===== config.mk =====
export PLATFORM = sky130hd
export DESIGN_NAME = ata_taskfile_regs
export DESIGN_NICKNAME = d
export VERILOG_FILES = /design/src/rtl/ata_tf_pkg.sv /design/src/rtl/ata_tf_status.sv /design/src/rtl/ata_tf_irq.sv /design/src/rtl/ata_tf_chs.sv /design/src/rtl/ata_taskfile_regs.sv
export SDC_FILE = /design/constraint.sdc
export NUM_CORES = 1
export LEC_CHECK = 0
export CORE_AREA = 2 2 114 226
export CTS_BUF_LIST = sky130_fd_sc_hd__clkbuf_4
export DETAILED_ROUTE_END_ITERATION = 16
export DIE_AREA = 0 0 116 228
export DONT_BUFFER_PORTS = 1
export MAX_ROUTING_LAYER = met4
export PLACE_DENSITY = 0.83
export RECOVER_POWER = 25
export SLEW_MARGIN = 20
export SYNTH_ARGS = -nofsm -noshare
export SYNTH_HDL_FRONTEND = slang
export SYNTH_HIERARCHICAL = 1
export SYNTH_SLANG_ARGS = --single-unit

===== constraint.sdc =====
create_clock -name clk -period 12.75 [get_ports clk]
set_clock_uncertainty 0.05 [all_clocks]
set_input_delay 1.9125 -clock clk [delete_from_list [all_inputs] [get_ports clk]]
set_output_delay 1.9125 -clock clk [all_outputs]
set_load 0.05 [all_outputs]

===== src/rtl/ata_tf_pkg.sv =====
package ata_tf_pkg;
  typedef enum logic [2:0] {
    TF_DATA = 3'd0, TF_ERRFEAT = 3'd1, TF_COUNT = 3'd2, TF_SECTOR = 3'd3,
    TF_CYL_LO = 3'd4, TF_CYL_HI = 3'd5, TF_DRVHEAD = 3'd6, TF_STATCMD = 3'd7
  } tf_addr_e;

  typedef struct packed {
    logic [1:0] sec_size;
    logic       lba;
    logic       drv;
    logic [3:0] head;
  } drvhead_t;

  localparam logic [7:0] ST_READY    = 8'h40;
  localparam logic [7:0] ST_SEEKDONE = 8'h10;
  localparam logic [7:0] ST_DATAREQ  = 8'h08;
  localparam logic [7:0] ST_ERROR    = 8'h01;
  localparam logic [7:0] ERR_ABORT   = 8'h04;
  localparam logic [7:0] OP_IDENTIFY = 8'hEC;
  localparam int         CTL_RST_BIT = 2;
  localparam logic [7:0] SIG_CYL_LO  = 8'h14;
  localparam logic [7:0] SIG_CYL_HI  = 8'hEB;
endpackage


===== src/rtl/ata_tf_status.sv =====
module ata_tf_status
  import ata_tf_pkg::*;
(
  input  logic       sel_present,
  input  logic       fifo_empty,
  input  logic       write_pending,
  input  logic [7:0] err_val,
  output logic [7:0] status
);
  always_comb begin
    status = 8'h00;
    if (sel_present)                 status = status | ST_READY | ST_SEEKDONE;
    if (!fifo_empty || write_pending) status = status | ST_DATAREQ;
    if (err_val != 8'h00)            status = status | ST_ERROR;
  end
endmodule


===== src/rtl/ata_tf_irq.sv =====
module ata_tf_irq #(
  parameter int INT_DELAY = 1,
  localparam int CNT_W = $clog2(INT_DELAY + 1)
) (
  input  logic clk,
  input  logic rst_n,
  input  logic load,
  input  logic clear,
  output logic irq
);
  logic [CNT_W-1:0] cnt_q, cnt_n;
  logic             irq_q, irq_n;

  always_comb begin
    cnt_n = cnt_q;
    irq_n = irq_q;
    if (cnt_q != '0)               cnt_n = cnt_q - 1'b1;
    if (cnt_q == CNT_W'(1))        irq_n = 1'b1;
    if (clear) begin
      cnt_n = '0;
      irq_n = 1'b0;
    end
    if (load)                      cnt_n = CNT_W'(INT_DELAY);
  end

  always_ff @(posedge clk or negedge rst_n) begin
    if (!rst_n) begin
      cnt_q <= '0;
      irq_q <= 1'b0;
    end else begin
      cnt_q <= cnt_n;
      irq_q <= irq_n;
    end
  end

  assign irq = irq_q;
endmodule


===== src/rtl/ata_tf_chs.sv =====
module ata_tf_chs #(
  parameter int HEADS_W = 5,
  parameter int SPT_W   = 8,
  parameter int OFF_W   = 39
) (
  input  logic [15:0]        cyl,
  input  logic [3:0]         head,
  input  logic [7:0]         sector,
  input  logic [HEADS_W-1:0] heads,
  input  logic [SPT_W-1:0]   spt,
  output logic [OFF_W-1:0]   offset
);
  logic [OFF_W-1:0] lin;

  always_comb begin
    lin = OFF_W'(sector) - OFF_W'(1)
        + OFF_W'(head) * OFF_W'(spt)
        + OFF_W'(heads) * OFF_W'(spt) * OFF_W'(cyl);
    offset = {lin[OFF_W-10:0], 9'b0};
  end
endmodule


===== src/rtl/ata_taskfile_regs.sv =====
module ata_taskfile_regs
  import ata_tf_pkg::*;
#(
  parameter int HEADS_W   = 5,
  parameter int SPT_W     = 8,
  parameter int INT_DELAY = 1,
  localparam int OFF_W    = 9 + 16 + HEADS_W + SPT_W + 1
) (
  input  logic               clk,
  input  logic               rst_n,
  input  logic [2:0]         reg_addr,
  input  logic               reg_wr,
  input  logic               reg_rd,
  input  logic [7:0]         wr_data,
  output logic [7:0]         rd_data,
  input  logic               alt_wr,
  output logic [7:0]         alt_status,
  input  logic [1:0]         drive_present,
  input  logic [1:0]         drive_is_packet,
  input  logic [HEADS_W-1:0] heads_d0,
  input  logic [SPT_W-1:0]   spt_d0,
  input  logic [HEADS_W-1:0] heads_d1,
  input  logic [SPT_W-1:0]   spt_d1,
  input  logic               fifo_empty,
  input  logic               write_pending,
  input  logic               cmd_done,
  output logic               cmd_strobe,
  output logic [7:0]         cmd_code,
  output logic               cmd_drive,
  output logic [7:0]         cmd_feature,
  output logic [8:0]         cmd_count,
  output logic [OFF_W-1:0]   cmd_offset,
  output logic               irq
);
  logic [7:0] err_q, err_n, feat_q, cnt_q, sec_q, clo_q, chi_q;
  drvhead_t   dh_q;
  logic       srst_q, srst_n;
  logic       strobe_q;
  logic [7:0] code_q, feat_o_q;
  logic       drv_o_q;
  logic [8:0] count_q;
  logic [OFF_W-1:0] off_q, off_calc;

  logic wr_cmd, rd_err, rd_stat, sel_present, sel_packet, abort, accept;
  logic [HEADS_W-1:0] heads_sel;
  logic [SPT_W-1:0]   spt_sel;
  logic [7:0]         status;

  assign wr_cmd      = reg_wr && (reg_addr == TF_STATCMD);
  assign rd_err      = reg_rd && (reg_addr == TF_ERRFEAT);
  assign rd_stat     = reg_rd && (reg_addr == TF_STATCMD);
  assign sel_present = drive_present[dh_q.drv];
  assign sel_packet  = drive_is_packet[dh_q.drv];
  assign abort       = wr_cmd && (!sel_present || (sel_packet && wr_data == OP_IDENTIFY));
  assign accept      = wr_cmd && !abort;
  assign heads_sel   = dh_q.drv ? heads_d1 : heads_d0;
  assign spt_sel     = dh_q.drv ? spt_d1 : spt_d0;

  ata_tf_status u_status (
    .sel_present   (sel_present),
    .fifo_empty    (fifo_empty),
    .write_pending (write_pending),
    .err_val       (err_q),
    .status        (status)
  );

  ata_tf_chs #(.HEADS_W(HEADS_W), .SPT_W(SPT_W), .OFF_W(OFF_W)) u_chs (
    .cyl    ({chi_q, clo_q}),
    .head   (dh_q.head),
    .sector (sec_q),
    .heads  (heads_sel),
    .spt    (spt_sel),
    .offset (off_calc)
  );

  ata_tf_irq #(.INT_DELAY(INT_DELAY)) u_irq (
    .clk   (clk),
    .rst_n (rst_n),
    .load  (abort || cmd_done),
    .clear (rd_stat),
    .irq   (irq)
  );

  // next-state for error and reset-state flags
  always_comb begin
    err_n = err_q;
    if (wr_cmd)      err_n = abort ? ERR_ABORT : 8'h00;
    else if (rd_err) err_n = 8'h00;
    srst_n = srst_q;
    if (wr_cmd)                            srst_n = 1'b0;
    else if (alt_wr && wr_data[CTL_RST_BIT]) srst_n = 1'b1;
  end

  always_ff @(posedge clk or negedge rst_n) begin
    if (!rst_n) begin
      err_q  <= 8'h00;
      srst_q <= 1'b0;
      feat_q <= 8'h00;
      cnt_q  <= 8'h00;
      sec_q  <= 8'h00;
      clo_q  <= 8'h00;
      chi_q  <= 8'h00;
      dh_q   <= '0;
    end else begin
      err_q  <= err_n;
      srst_q <= srst_n;
      if (reg_wr && reg_addr == TF_ERRFEAT) feat_q <= wr_data;
      if (reg_wr && reg_addr == TF_COUNT)   cnt_q  <= wr_data;
      if (reg_wr && reg_addr == TF_SECTOR)  sec_q  <= wr_data;
      if (reg_wr && reg_addr == TF_CYL_LO)  clo_q  <= wr_data;
      if (reg_wr && reg_addr == TF_CYL_HI)  chi_q  <= wr_data;
      if (reg_wr && reg_addr == TF_DRVHEAD) dh_q   <= drvhead_t'(wr_data);
    end
  end

  // command issue register
  always_ff @(posedge clk or negedge rst_n) begin
    if (!rst_n) begin
      strobe_q <= 1'b0;
      code_q   <= 8'h00;
      feat_o_q <= 8'h00;
      drv_o_q  <= 1'b0;
      count_q  <= 9'd0;
      off_q    <= '0;
    end else begin
      strobe_q <= accept;
      if (accept) begin
        code_q   <= wr_data;
        feat_o_q <= feat_q;
        drv_o_q  <= dh_q.drv;
        count_q  <= (cnt_q == 8'h00) ? 9'd256 : {1'b0, cnt_q};
        off_q    <= off_calc;
      end
    end
  end

  always_comb begin
    unique case (tf_addr_e'(reg_addr))
      TF_DATA:     rd_data = 8'h00;
      TF_ERRFEAT:  rd_data = err_q;
      TF_COUNT:    rd_data = cnt_q;
      TF_SECTOR:   rd_data = sec_q;
      TF_CYL_LO:   rd_data = (srst_q && sel_packet) ? SIG_CYL_LO : clo_q;
      TF_CYL_HI:   rd_data = (srst_q && sel_packet) ? SIG_CYL_HI : chi_q;
      TF_DRVHEAD:  rd_data = dh_q;
      TF_STATCMD:  rd_data = status;
      default:     rd_data = 8'h00;
    endcase
  end

  assign alt_status  = status;
  assign cmd_strobe  = strobe_q;
  assign cmd_code    = code_q;
  assign cmd_drive   = drv_o_q;
  assign cmd_feature = feat_o_q;
  assign cmd_count   = count_q;
  assign cmd_offset  = off_q;
endmodule


# Word-level counts from Yosys, hierarchy flattened

Index checks and enable logic that the tools add are counted.
W data, S select, Z words.

Equality and inequality tests: 8
$add $sub $neg: 4
Reduce and logical (&&, ||, !) cells: 26
$mul: 3
Order comparisons: 1
Multiplexer cells: 23

Operators with widths:

| kind                  | count |
|---|---|
| $pmux W8 S8           | 1 |
| $mux W8               | 5 |
| $add A30 B12 Y30      | 1 |
| $add A30 B29 Y30      | 1 |
| $mul A13 B16 Y29      | 1 |
| $logic_and A1 B1 Y1   | 14 |
| $mul A5 B8 Y13        | 1 |
| $eq A3 B3 Y1 const B  | 4 |
| $mul A4 B8 Y12        | 1 |
| $mux W1               | 12 |
| $mux W9               | 1 |
| $sub A8 B1 Y9 const B | 1 |
| $eq A8 B8 Y1 const B  | 1 |
| $logic_not A8 Y1      | 1 |
| $reduce_bool A8 Y1    | 1 |
| $mux W7               | 1 |
| $eq A3 B2 Y1 const B  | 2 |
| $reduce_bool A2 Y1    | 3 |
| $mux W5               | 1 |
| $mux W4               | 1 |
| $eq A3 B1 Y1 const B  | 1 |
| $logic_not A1 Y1      | 3 |
| $logic_not A3 Y1      | 1 |
| $logic_or A1 B1 Y1    | 3 |
| 3 further kinds       | 3 |

Output and inout bits: 83
Word-level logic and storage cells: 84
Flip-flop bits (word level): 116

# Longest topological paths before layout

Depth in word-level cells: 7
Depth in mapped cells: 48
Depth with buffers taken out: 43

# By module

Netlist, hierarchy kept.

Modules (own cells, without submodules):

| module            | instances | cells an instance | area an instance (µm²) |
|---|---|---|---|
| ata_tf_chs        | 1         | 1362              | 11237.0 |
| ata_taskfile_regs | 1         | 341               | 5137.4 |
| ata_tf_status     | 1         | 11                | 71.3 |
| ata_tf_irq        | 1         | 3                 | 60.1 |

# Least setup slack after synthesis

No wires, ideal clock.

Kind: input-to-reg
Start point: input spt_d1[3]
End point: register off_q[37] (netlist: cmd_offset[37])
Arrival: 11166 ps
Library setup time: 125 ps
Cell stages on the path: 41
Buffers on the path: 3
Slack: 1409 ps
Cell sequence: mux2_2 -> clkbuf_1 -> and2_1 -> fa_1 -> fa_1 -> inv_1 -> fa_1 -> inv_1 -> ha_1 -> inv_1 -> o21ai_1 -> a21oi_2 -> a21oi_2 -> xor2_1 -> buf_2 -> nand2_1 -> fa_1 -> inv_1 -> [... 5 more ...] -> inv_1 -> ha_1 -> a21oi_1 -> o21ai_1 -> a31o_2 -> a21oi_2 -> nor2_1 -> o311a_1 -> ha_1 -> ha_1 -> clkbuf_1 -> nand3_1 -> nand2b_1 -> a2111oi_2 -> o2111ai_1 -> a21oi_1 -> xor2_1 -> mux2_4

Longest elaborated chain between the ends: 4
Elaborated cells on any way between the ends: 6
Those cells by class: 2 x add/sub; 3 x mul; 1 x mux

Ends and longest elaborated chain:

| element                                                     | RTL line                           | RTL |
|---|---|---|
| from (decl)                                                 | ata_taskfile_regs.sv:23            | `input logic [SPT_W-1:0] spt_d1,` |
| $mux W8 *                                                   | ata_taskfile_regs.sv:57            | `assign spt_sel = dh_q.drv ? spt_d1 : spt_d0;` |
| $mul A5 B8 Y13 / $mul A4 B8 Y12 (equally long branches)     | ata_tf_chs.sv:18, ata_tf_chs.sv:17 |  |
| $mul A13 B16 Y29 / $add A30 B12 Y30 (equally long branches) | ata_tf_chs.sv:18, ata_tf_chs.sv:17 |  |
| $add A30 B29 Y30 *                                          | ata_tf_chs.sv:18                   | `+ OFF_W'(heads) * OFF_W'(spt) * OFF_W'(cyl);` |
| named net off_calc[37]                                      | ata_taskfile_regs.sv:42            | `logic [OFF_W-1:0] off_q, off_calc;` |
| to (signal assigned)                                        | ata_taskfile_regs.sv:132           | `off_q <= off_calc;` |
| to (decl)                                                   | ata_taskfile_regs.sv:42            |  |

The timed path passes the listed nets; every way through them passes the cells marked *.
A chain may end at the register's enable or synchronous reset.

# Final worst setup path

Start point: input spt_d1[0]
End point: register off_q[37] (netlist: cmd_offset[37])

The elaborated chain is that of the path after synthesis.

==> results.json <==
{
  "run_status": "finished clean",
  "cts_made_buffers": 17,
  "synth_largest_type_area_fraction_pct": 23.9,
  "critical_path.most_common_cell": "fa_1",
  "timing.final.crit_share_pct": 92.3,
  "min-delay-path-class": "register to register",
  "critical-path-max-stage-delay_ps": 640,
  "floorplan.io_pins": 132,
  "count_of_mapped_cells_out_of_synthesis": 1717,
  "numPortBuffers": 0,
  "cts.hold.buffers_added": 0,
  "post-route-worst-setup-slack_ps": 986,
  "worst_setup_path_end_kind": "register",
  "tightest_slew_ps": 822,
  "die_width_um": 116,
  "worstPathMaxFanout": 24,
  "most-common-layout-cells": "281 x inv_1, 197 x fa_1, 191 x nand2_1",
  "placement_rows": 82,
  "core_area_um2": 24800,
  "holdWs_ps": 424,
  "pin_count_of_the_biggest_net_entering_global_routing": 119,
  "grt_overflow_total": 0,
  "clock_insertion_delay_worst_skew_ps": 560,
  "worst-endpoint-arrival_ps": 12170,
  "maxSlewViolCount": 0,
  "finalWirelength_mm": 36.6,
  "worstPathRequired_ps": 13160,
  "place.detailed.hpwl_mm": 28.8,
  "syn2layout_area_growth_pct": 2.73,
  "synth.distinct_cells": 87,
  "ff_latch_area_um2": 2950,
  "die_height_um": 228,
  "relSlewSlack_pct": 45.0,
  "layout_min_cycle_time_ps": 11760,
  "cts_post_setup_buffers_inserted": 0,
  "initial_utilization_pct": 66.5,
  "post-synth-top-area-cell": "fa_1",
  "final_hold_viol_count": 0,
  "detail_route.iter0.violations": 702,
  "detailedRoute.firstPassIterationCount": 5,
  "multi_input_area_um2": 12100,
  "total_via_count_after_detailed_routing": 11900,
  "die_area_um2": 26400,
  "setup_viol": 0,
  "synth_sequential_area_ratio_pct": 17.9,
  "commonest_non_fill_non_tap_cell_in_the_layout": "inv_1",
  "post_cts_resize_count": 0,
  "crit_path_top_delay_cell": "xnor2_2",
  "layout-drive-gt1-share_pct": 11.8,
  "reg2reg_slack_ps": 1510,
  "worstSetupStartpointType": "input port",
  "cts_tree": "done",
  "grt_pass1_wl_mm": 62.2,
  "htree_levels": 4,
  "synth_top_flop_cell": "dfrtp_1",
  "first_global_vias": 12400,
  "ant_nets": 0,
  "routed_wire_length_per_instance_um": 18.0,
  "ys_async_sr_fraction_pct": 100,
  "synth-edff-count": 0,
  "gp_congestion": 0.964,
  "postLayoutCoreUtil_pct": 68.3,
  "number_of_antenna_violations_at_the_first_check_in_global_routing": 1,
  "setup_total_negative_slack_ps": 0,
  "drc": 0,
  "grt_usage_pct": 30.7,
  "timing.setup.critical_path_class": "input port to register",
  "maxClockFrequency_mhz": 85.0,
  "synthesis.area_per_instance_um2": 9.61,
  "detailedPlace.worstSlack_ps": 537,
  "rsz0062_at_grt": "no",
  "clkSinkCount": 118,
  "netlist_top_cells_area": "fa_1 24%, dfrtp_1 18%, ha_1 12%, inv_1 6.4%, mux2_2 6.1%",
  "postSynthRegisterBits": 118,
  "nets": 2089,
  "cts_max_path_bufs": 2,
  "cap_viol_max_count": 0,
  "via_per_inst": 5.83,
  "filler_cell_count": 1975,
  "cts.root.buffer_cell": "clkbuf_4",
  "worst_setup_hold_path_clk_slew_ps": 120,
  "synth_warnings": 6,
  "synth.cell_area_um2": 16500
}
## critical path: cells and delay by family
| family | cells | cell delay (ps) |
|---|---|---|
| mux | 2 | 630 |
| xor+xnor | 2 | 720 |
| buf+inv | 4 | 210 |
| simple gates | 8 | 1310 |
| compound gates | 10 | 2090 |
| fa+ha+maj | 12 | 5280 |
## path summary, 6_finish.rpt
kind                             startpoint              to  cells past startpoint
worst min-delay path            u_irq/cnt_q       u_irq/irq                      1
worst max-delay path              spt_d1[0]  cmd_offset[37]                     38
worst max register to register      dh_q[4]  cmd_offset[37]                     38
min in group asynchronous             rst_n  cmd_feature[3]                      0
worst min register to register  u_irq/cnt_q       u_irq/irq                      1
max in group asynchronous             rst_n  cmd_offset[28]                      0
## registers in the layout, summed over array words and instances (netlist names), 8 cells and up
| register | cells |
|---|---|
| cmd_code | 8 |
| cmd_count | 9 |
| cnt_q | 8 |
| clo_q | 8 |
| chi_q | 8 |
| dh_q | 8 |
| sec_q | 8 |
| cmd_offset | 39 |
| cmd_feature | 8 |
| feat_q | 8 |
## per-stage QoR
step           instance area [um^2]  std cells
6_report                      17000       2036
3_5_place_dp                  16600       2003
4_1_cts                       17000       2035
2_1_floorplan                 16600       1734
5_1_grt                       17000       2036
3_3_place_gp                  16600       2003
## cells in the mapped netlist, drive strengths merged (5+ instances only)
cell,n
clkbuf,42
nand4,13
a211oi,6
mux4,7
o211ai,6
and3,24
xnor2,44
o21ai,39
or2,5
o21a,6
inv,282
a21oi,65
a2111oi,5
and2,106
nor2,44
a21boi,7
buf,35
nor2b,6
nor3,13
fa,197
o311ai,5
xor2,20
nor4,7
o21bai,6
nand2b,28
mux2,127
dfrtp,118
nand2,192
nand3,23
a21o,34
ha,157
## layout make-up
class	count	share of cell area (%)
multi-input combinational	1257	71.6
clock inverter	14	1.02
tap	336	2.48
sequential	118	17.4
clock buffer	18	0.797
timing repair buffer	10	0.443
antenna	1	0.0148
inverter	282	6.24
## layer usage
metal / global-route usage, % / wire (um) / up-vias
met5: - / 0 / -
met4: 12.5 / 1510 / 0
met3: 5.13 / 2320 / 105
met2: 47.4 / 17600 / 474
met1: 40.2 / 15200 / 5812
li1: - / - / 5475
## cell families (layout without fill, tap and decap cells)
family                     count (synthesis)  count (layout)  synth area share [%]
AOI/OAI and AO/OA                        206             206                  8.65
xor gates and xnor gates                  64              64                  3.49
adders and majority gates                354             354                  35.8
buffers and inverters                    359             324                  8.98
DFF                                      118             118                  17.9
muxes                                    136             136                  10.4
other                                      3              21                0.0682
and+or+nand+nor                          477             477                  14.7
Power is left out: the tool's default activity adds up to more than one toggle a clock period on the data nets, which glitch-free logic cannot reach.
